$ cat src/rtl/coal_pkg.sv
package coal_pkg;
  localparam int unsigned LANES_D    = 32;
  localparam int unsigned ADDR_W_D   = 32;
  localparam int unsigned SEG_BYTES_D = 128;
  localparam int unsigned WORD_BYTES_D = 4;
endpackage

$ cat src/rtl/coal_lead_pick.sv
module coal_lead_pick #(
  parameter int unsigned N  = 32,
  localparam int unsigned IW = $clog2(N)
) (
  input  logic [N-1:0]  req_i,
  output logic [IW-1:0] idx_o,
  output logic          any_o
);
  // lowest set bit wins
  always_comb begin
    idx_o = '0;
    any_o = 1'b0;
    for (int i = N - 1; i >= 0; i--) begin
      if (req_i[i]) begin
        idx_o = IW'(i);
        any_o = 1'b1;
      end
    end
  end
endmodule

$ cat src/rtl/coal_seg_match.sv
module coal_seg_match #(
  parameter int unsigned N     = 32,
  parameter int unsigned SEG_W = 25
) (
  input  logic [N-1:0][SEG_W-1:0] segs_i,
  input  logic [SEG_W-1:0]        lead_i,
  input  logic [N-1:0]            pend_i,
  output logic [N-1:0]            mask_o
);
  for (genvar g = 0; g < N; g++) begin : g_lane
    assign mask_o[g] = pend_i[g] && (segs_i[g] == lead_i);
  end
endmodule

$ cat src/rtl/coal_popcount.sv
module coal_popcount #(
  parameter int unsigned N  = 32,
  localparam int unsigned CW = $clog2(N + 1)
) (
  input  logic [N-1:0]  bits_i,
  output logic [CW-1:0] cnt_o
);
  always_comb begin
    cnt_o = '0;
    for (int i = 0; i < N; i++) cnt_o = cnt_o + CW'(bits_i[i]);
  end
endmodule

$ cat src/rtl/warp_coalescer.sv
module warp_coalescer
  import coal_pkg::*;
#(
  parameter int unsigned LANES      = LANES_D,
  parameter int unsigned ADDR_W     = ADDR_W_D,
  parameter int unsigned SEG_BYTES  = SEG_BYTES_D,
  parameter int unsigned WORD_BYTES = WORD_BYTES_D,
  localparam int unsigned SEG_LSB = $clog2(SEG_BYTES),
  localparam int unsigned SEG_W   = ADDR_W - SEG_LSB,
  localparam int unsigned IW      = $clog2(LANES),
  localparam int unsigned CW      = $clog2(LANES + 1),
  localparam int unsigned UW      = $clog2(LANES * WORD_BYTES + 1)
) (
  input  logic                    clk_i,
  input  logic                    rst_ni,
  input  logic                    req_valid_i,
  output logic                    req_ready_o,
  input  logic [LANES*ADDR_W-1:0] req_addr_i,
  input  logic [LANES-1:0]        req_active_i,
  output logic                    txn_valid_o,
  input  logic                    txn_ready_i,
  output logic [ADDR_W-1:0]       txn_base_o,
  output logic [LANES-1:0]        txn_mask_o,
  output logic                    done_o,
  output logic [CW-1:0]           txn_count_o,
  output logic [UW-1:0]           useful_bytes_o
);

  logic                        busy_q, done_q;
  logic [LANES-1:0]            pend_q;
  logic [LANES-1:0][SEG_W-1:0] seg_q, seg_in;
  logic [CW-1:0]               count_q, pop_cnt;
  logic [UW-1:0]               useful_q;
  logic [IW-1:0]               lead_idx;
  logic                        lead_any;
  logic [SEG_W-1:0]            lead_seg;
  logic [LANES-1:0]            match;
  logic                        accept, fire, last;

  for (genvar g = 0; g < LANES; g++) begin : g_seg
    assign seg_in[g] = req_addr_i[g*ADDR_W+SEG_LSB +: SEG_W];
  end

  coal_popcount #(.N(LANES)) u_pop (
    .bits_i (req_active_i),
    .cnt_o  (pop_cnt)
  );

  coal_lead_pick #(.N(LANES)) u_lead (
    .req_i (pend_q),
    .idx_o (lead_idx),
    .any_o (lead_any)
  );

  assign lead_seg = seg_q[lead_idx];

  coal_seg_match #(.N(LANES), .SEG_W(SEG_W)) u_match (
    .segs_i (seg_q),
    .lead_i (lead_seg),
    .pend_i (pend_q),
    .mask_o (match)
  );

  assign req_ready_o    = !busy_q;
  assign accept         = req_valid_i && req_ready_o;
  assign txn_valid_o    = busy_q && lead_any;
  assign txn_base_o     = {lead_seg, {SEG_LSB{1'b0}}};
  assign txn_mask_o     = match;
  assign fire           = txn_valid_o && txn_ready_i;
  assign last           = (pend_q & ~match) == '0;
  assign done_o         = done_q;
  assign txn_count_o    = count_q;
  assign useful_bytes_o = useful_q;

  always_ff @(posedge clk_i or negedge rst_ni) begin
    if (!rst_ni) begin
      busy_q   <= 1'b0;
      done_q   <= 1'b0;
      pend_q   <= '0;
      seg_q    <= '0;
      count_q  <= '0;
      useful_q <= '0;
    end else begin
      done_q <= 1'b0;
      if (accept) begin
        pend_q   <= req_active_i;
        seg_q    <= seg_in;
        count_q  <= '0;
        useful_q <= UW'(32'(pop_cnt) * WORD_BYTES);
        busy_q   <= |req_active_i;
        done_q   <= ~|req_active_i;
      end else if (fire) begin
        pend_q  <= pend_q & ~match;
        count_q <= count_q + 1'b1;
        if (last) begin
          busy_q <= 1'b0;
          done_q <= 1'b1;
        end
      end
    end
  end

  // each issued mask is non-empty and disjoint from the next one
  p_mask_nonempty_r7: assert property (@(posedge clk_i) disable iff (!rst_ni)
    txn_valid_o |-> txn_mask_o != '0);
  p_lane_once_r7: assert property (@(posedge clk_i) disable iff (!rst_ni)
    fire |=> !txn_valid_o || ((txn_mask_o & $past(txn_mask_o)) == '0));
  // stalled transaction holds
  p_stall_hold_r8: assert property (@(posedge clk_i) disable iff (!rst_ni)
    txn_valid_o && !txn_ready_i |=> txn_valid_o && $stable(txn_base_o) && $stable(txn_mask_o));
  // transactions begin only after an accepted request
  p_start_after_accept_r9: assert property (@(posedge clk_i) disable iff (!rst_ni)
    $rose(txn_valid_o) |-> $past(req_valid_i && req_ready_o));
  // done marks an idle channel and a bounded count
  p_done_idle_r10: assert property (@(posedge clk_i) disable iff (!rst_ni)
    done_o |-> !txn_valid_o && txn_count_o <= CW'(LANES));
  p_done_pulse_r10: assert property (@(posedge clk_i) disable iff (!rst_ni)
    done_o |=> !done_o);

endmodule

$ cat config.mk
export PLATFORM = sky130hd
export DESIGN_NAME = warp_coalescer
export DESIGN_NICKNAME = d
export VERILOG_FILES = /design/src/rtl/coal_pkg.sv /design/src/rtl/coal_lead_pick.sv /design/src/rtl/coal_seg_match.sv /design/src/rtl/coal_popcount.sv /design/src/rtl/warp_coalescer.sv
export SDC_FILE = /design/constraint.sdc
export NUM_CORES = 2
export LEC_CHECK = 0
export ABC_CLOCK_PERIOD_IN_PS = 7800
export CAP_MARGIN = 25
export CORE_MARGIN = 5
export CORE_UTILIZATION = 25
export CTS_CLUSTER_SIZE = 40
export DETAILED_ROUTE_END_ITERATION = 7
export GPL_TIMING_DRIVEN = 0
export PLACE_DENSITY_LB_ADDON = 0.08
export SYNTH_ARGS = -nofsm -noshare
export SYNTH_HDL_FRONTEND = slang
export SYNTH_SLANG_ARGS = --single-unit
$ cat constraint.sdc
create_clock -name clk_i -period 7.8 [get_ports clk_i]
set_clock_uncertainty 0.15 [all_clocks]
set_input_delay 1.17 -clock clk_i [delete_from_list [all_inputs] [get_ports clk_i]]
set_output_delay 1.17 -clock clk_i [all_outputs]
set_load 0.02 [all_outputs]
# == Word-level counts from Yosys, hierarchy flattened ==
# Index checks and enable logic that the tools add are counted.
# word_totals
mem_bits_ro,0
latch_bits,0
n_memories,0
mem_bits_rw,0
regBits,846
out_inout_bits,81
elab_cells,222
inputBits,1060
# op_classes
n_shift,0
div,0
addsub,32
order_cmp,1
n_mux,76
mul,0
n_bitwise,2
n_eq_ne,32
reduce_logical,42
# ops
operator,count
$eq 25x25->1,32
$add 6x1->6,30
$mux 5,32
$bmux 25 s5,1
$mux 32,2
$mux 1,38
$logic_and 1x1->1,35
$and 32x32->32,1
$logic_not 32->1,1
$not 32->32,1
$reduce_or 32->1,1
$mux 25,1
$mux 6,2
$add 6x1->6 const B,1
$lt 5x6->1 const B,1
$reduce_bool 2->1,2
$add 1x1->2,1
$logic_not 1->1,2
$reduce_and 2->1,1

# == Logic depth before layout (Yosys ltp) ==
# logic_depth
depth_word,42
ltp_mapped,25
ltp_nobuf,18

# == Hierarchy ==
# Synthesis repeated with hierarchy kept, for this count alone.
# hier_totals
cells_unflattened,5527
hier_area_um2,49618.8
# modules_own_cells
mod,instances,seq_area_each_um2,cells_per_inst,area_per_inst_um2
warp_coalescer,1,21170.3,4201,38642.1
coal_seg_match,1,0.0,1188,9848.2
coal_popcount,1,0.0,73,758.2
coal_lead_pick,1,0.0,65,370.4

# == Worst setup path after synthesis ==
# Ideal clock, no wire load.
# synth_timing
kind,reg-to-output
from,register pend_q[9]
to,output port txn_mask_o[1]
n_path_buf,3
setup_slack_ps,1410
path_stages_with_launch,18
t_required_ps,6480
arrival_time_ps,5070
cell_sequence,dfrtp_1 buf_6 or4_1 a21oi_1 a21oi_1 nor4_4 buf_2 mux2i_1 o32ai_1 or4_1 a2111oi_1 buf_2 nand2_1 xor2_1 nor4_1 nand4_1 or4_1 nor2_1
# synth_via
elab_chain_cells,14
# synth_rtl
item,line_no,source
start: declaration,warp_coalescer.sv:30,logic [LANES-1:0] pend_q;
start signal: assignment,warp_coalescer.sv:86,pend_q <= req_active_i;
start signal: assignment,warp_coalescer.sv:93,pend_q <= pend_q & ~match;
$mux 5 (10 in series),coal_lead_pick.sv:14,if (req_i[i]) begin
$bmux 25 s5,warp_coalescer.sv:55,assign lead_seg = seg_q[lead_idx];
$mux 25 (not written as such),warp_coalescer.sv:55,
via txn_base_o[11],warp_coalescer.sv:22,"output logic [ADDR_W-1:0] txn_base_o,"
$eq 25x25->1,coal_seg_match.sv:11,assign mask_o[g] = pend_i[g] && (segs_i[g] == lead_i);
$logic_and 1x1->1,coal_seg_match.sv:11,
end: declaration,warp_coalescer.sv:23,"output logic [LANES-1:0] txn_mask_o,"
# The timed path passes the listed nets, and every way through them passes these cells. The select of a mux whose other input is x is not followed.

# == Final worst setup path ==
# layout_timing
from,register pend_q[20]
to,output port txn_mask_o[9]
# layout_via
elab_chain_cells,25
# layout_rtl
item,line_no
$mux 5 (21 in series),coal_lead_pick.sv:14
$bmux 25 s5,warp_coalescer.sv:55
$mux 25 (not written as such),warp_coalescer.sv:55
$eq 25x25->1,coal_seg_match.sv:11
$logic_and 1x1->1,coal_seg_match.sv:11
# No other way between the ends. The select of a mux whose other input is x is not followed.

==> flow_summary.yaml <==
finish:
  layout.cells.non_filler: 11467
  drive_gt1_share_pct: 19.0
  fillers: 22095
  area_delta_synth_final_pct: 54.7
  multiInputGateArea_sq_um: 33300
  mostFrequentLayoutCells: "nand2_1 (2,685), clkdlybuf4s50_1 (875), dfrtp_1 (831)"
  stdcell_area_sq_um: 83100
  final_common_cell: "nand2_1"
  ff_latch_area_sq_um: 21200
  nets: 9613
logic_synthesis:
  syn_area_sq_um: 53700
  syn_area_per_cell_sq_um: 7.77
  synth-main-ff-cell: "dfrtp_1"
  post-synth-top-area-cell: "dfrtp_1"
  ys_seq_elements: 846
  synth.area.top_cells: "dfrtp_1 (39%), nand2_1 (19%), nand3_1 (5.6%), mux2i_1 (4.7%), nand4b_1 (3.8%)"
  ys_types: 84
  yosys_warnings: 0
  synthCells: 6916
  yosysTopAreaCellShare_pct: 39.4
  synth_edf_count: 0
  seq_area_frac_synth_pct: 39.4
  synthArstFlopShare_pct: 100
run:
  drv_cap: 0
status:
  violations: "DRC, setup timing"
  outcome: "finished with violations"
global_route:
  grt_util_all_layers_pct: 46.2
  grt_pass1_vias: 63765
  gr-total-overflow: 0
  antenna_found_initial: 36
  grt_pass1_wl_mm: 674
  grt_max_degree: 109
worst_setup_path:
  critPathMostFrequentCell: "buf_6"
  critPathMaxFanout: 10
  start_kind: "flip-flop"
  max_stage_delay_ns: 0.54
  reg2reg_depth: 30
  crit_path_end_kind: "output pin"
  cpMaxStageDelayCell: "nand4_1"
  crit_arrival_ns: 7.02
  crit_type: "flip-flop to output pin"
  worstPathRequired_ns: 6.48
clocking:
  insertion_delay_ns: 0.79
  htreeDepth: 3
  cts_root_buffer: "clkbuf_16"
  clock_sinks: 846
  cts_made_buffers: 102
  cts.clk_slew.worst_paths_ns: 0.07
  ctsLongestPathBuffers: 3
  postCtsHoldBufs: 0
  cts_tree: "done"
drt:
  drt_iter0_markers: 10700
  wl_per_cell_microns: 47.0
  vias: 68108
  drc: 25
  dr.pass1.iters: 8
  vias_per_cell: 5.94
  antenna_left: 0
  wl_mm: 538
place:
  dp_cells: 10801
  hpwl_mm: 421
  globalplace.congestion: 1.11
  portBuffers: 907
  placed_cell_area_sq_um: 68700
timing:
  max_freq_mhz: 120
  max_slew.worst_pin.slew_ns: 1.13
  worst_slack_ns: -0.536
  rsz0062_at_grt: "yes"
  min_period_ns: 8.34
  slew_headroom_pct: 24.6
  drv_slew: 0
  hold_viol: 0
  timing.final.crit_share_pct: 107
  setup_viol: 28
  fin_tns_setup_ns: -6.24
floorplanning:
  initial_core_util_pct: 25.1
  fp-row-count: 170
  core_sq_um: 214000
  die_h_microns: 474
  fp.dieW_microns: 474
  io_pins: 1141
  die_area_sq_um: 224000
worst_hold_path:
  min_path_type: "input pin to async pin"
[synthesized netlist by cell type (11+ instances only)]
| cell | number |
|---|---|
| nand2_1 | 2708 |
| dfrtp_1 | 846 |
| nand3_1 | 599 |
| clkbuf_1 | 317 |
| a21oi_1 | 293 |
| mux2i_1 | 251 |
| nand4b_1 | 236 |
| a21o_1 | 223 |
| xor2_1 | 180 |
| nor4_1 | 137 |
| nor2_1 | 124 |
| buf_2 | 114 |
| xnor2_1 | 113 |
| nand4_1 | 107 |
| inv_1 | 77 |
| o21ai_0 | 70 |
| buf_1 | 60 |
| buf_4 | 31 |
| o221ai_1 | 27 |
| or4_1 | 26 |
| fa_1 | 24 |
| nor3_1 | 21 |
| o22ai_1 | 21 |
| o32ai_1 | 21 |
| o211ai_1 | 20 |
| a31o_2 | 18 |
| buf_6 | 17 |
| nor4_4 | 17 |
| a22oi_1 | 16 |
| and3_1 | 11 |
| nor4_2 | 11 |
[logic make-up (layout without fill, tap and decap cells)]
| group | after synthesis | in the layout | synth area share [%] |
|---|---|---|---|
| mux | 258 | 258 | 4.84 |
| xor+xnor | 293 | 293 | 4.78 |
| flops | 846 | 846 | 39.4 |
| compound gates | 799 | 799 | 9.94 |
| other cells | 1 | 32 | 0.00698 |
| simple gates | 4069 | 4069 | 34.9 |
| buf+inv | 616 | 2298 | 5.02 |
| fa+ha+maj | 34 | 34 | 1.13 |
[cell type report]
class                      instances  area share, %
antenna                           23         0.0693
tap                             2838           4.27
multi-input combinational       5462           40.0
buffer                           529           6.40
clock buffer                     151           3.68
timing repair buffer            1501           19.1
sequential                       846           25.5
inverter                          77          0.352
clock inverter                    40          0.590
[metal layers]
metal | part of all wire, % | global-route usage (%) | vias to the layer above | routed length (microns)
met3 | 13 | 19.0 | 1555 | 68500
li1 | - | - | 26819 | -
met1 | 39 | 58.3 | 34199 | 211000
met4 | 9.5 | 33.6 | 20 | 51200
met5 | 0.084 | 0 | - | 451
met2 | 39 | 62.8 | 5515 | 208000
[state kept, by name, summed over array words and instances, names as in the netlist]
name            count
done_o              1
seg_q             800
busy_q              1
useful_bytes_o      6
txn_count_o         6
pend_q             32
[per-stage QoR]
step / hold slack, ns / setup WS, ns / utilization (%)
global placement: 0.315 / -35.24 / 31.0
global route: 0.0990 / -0.352 / 38.8
CTS: 0.0666 / -0.283 / 37.7
finish: 0.0935 / -0.536 / 38.8
floorplan: 0.291 / 1.41 / -
detailed placement: 0.314 / -4.71 / 32.1
[worst max-delay path, delay by kind of cell (launching register included)]
family / cells / cell delay (ns)
buffers and inverters: 15 / 3.06
DFF: 1 / 0.46
AOI/OAI and AO/OA: 4 / 0.62
and+or+nand+nor: 8 / 1.96
[timing repair]
| item | in CTS | in global routing |
|---|---|---|
| gates cloned | 10 | 4 |
| endpoints found under the setup margin | 89 | 31 |
| pin swaps | 172 | 131 |
| setup buffers | 326 | 127 |
| gates resized for setup | 1473 | 291 |
[worst paths after layout]
check / startpoint / slack (ns) / to
hold / removal: rst_ni / 0.09 / useful_bytes_o[7]
max in group asynchronous: rst_ni / 4.66 / seg_q[272]
setup / recovery: pend_q[20] / -0.54 / txn_mask_o[9]
hold reg to reg: seg_q[9] / 0.33 / seg_q[9]
min in group clk_i: seg_q[9] / 0.33 / seg_q[9]
setup reg to reg: pend_q[20] / 0.47 / busy_q
Power is not shown: default switching activity piles up to over one toggle a cycle in this logic, so the estimate is an artifact.
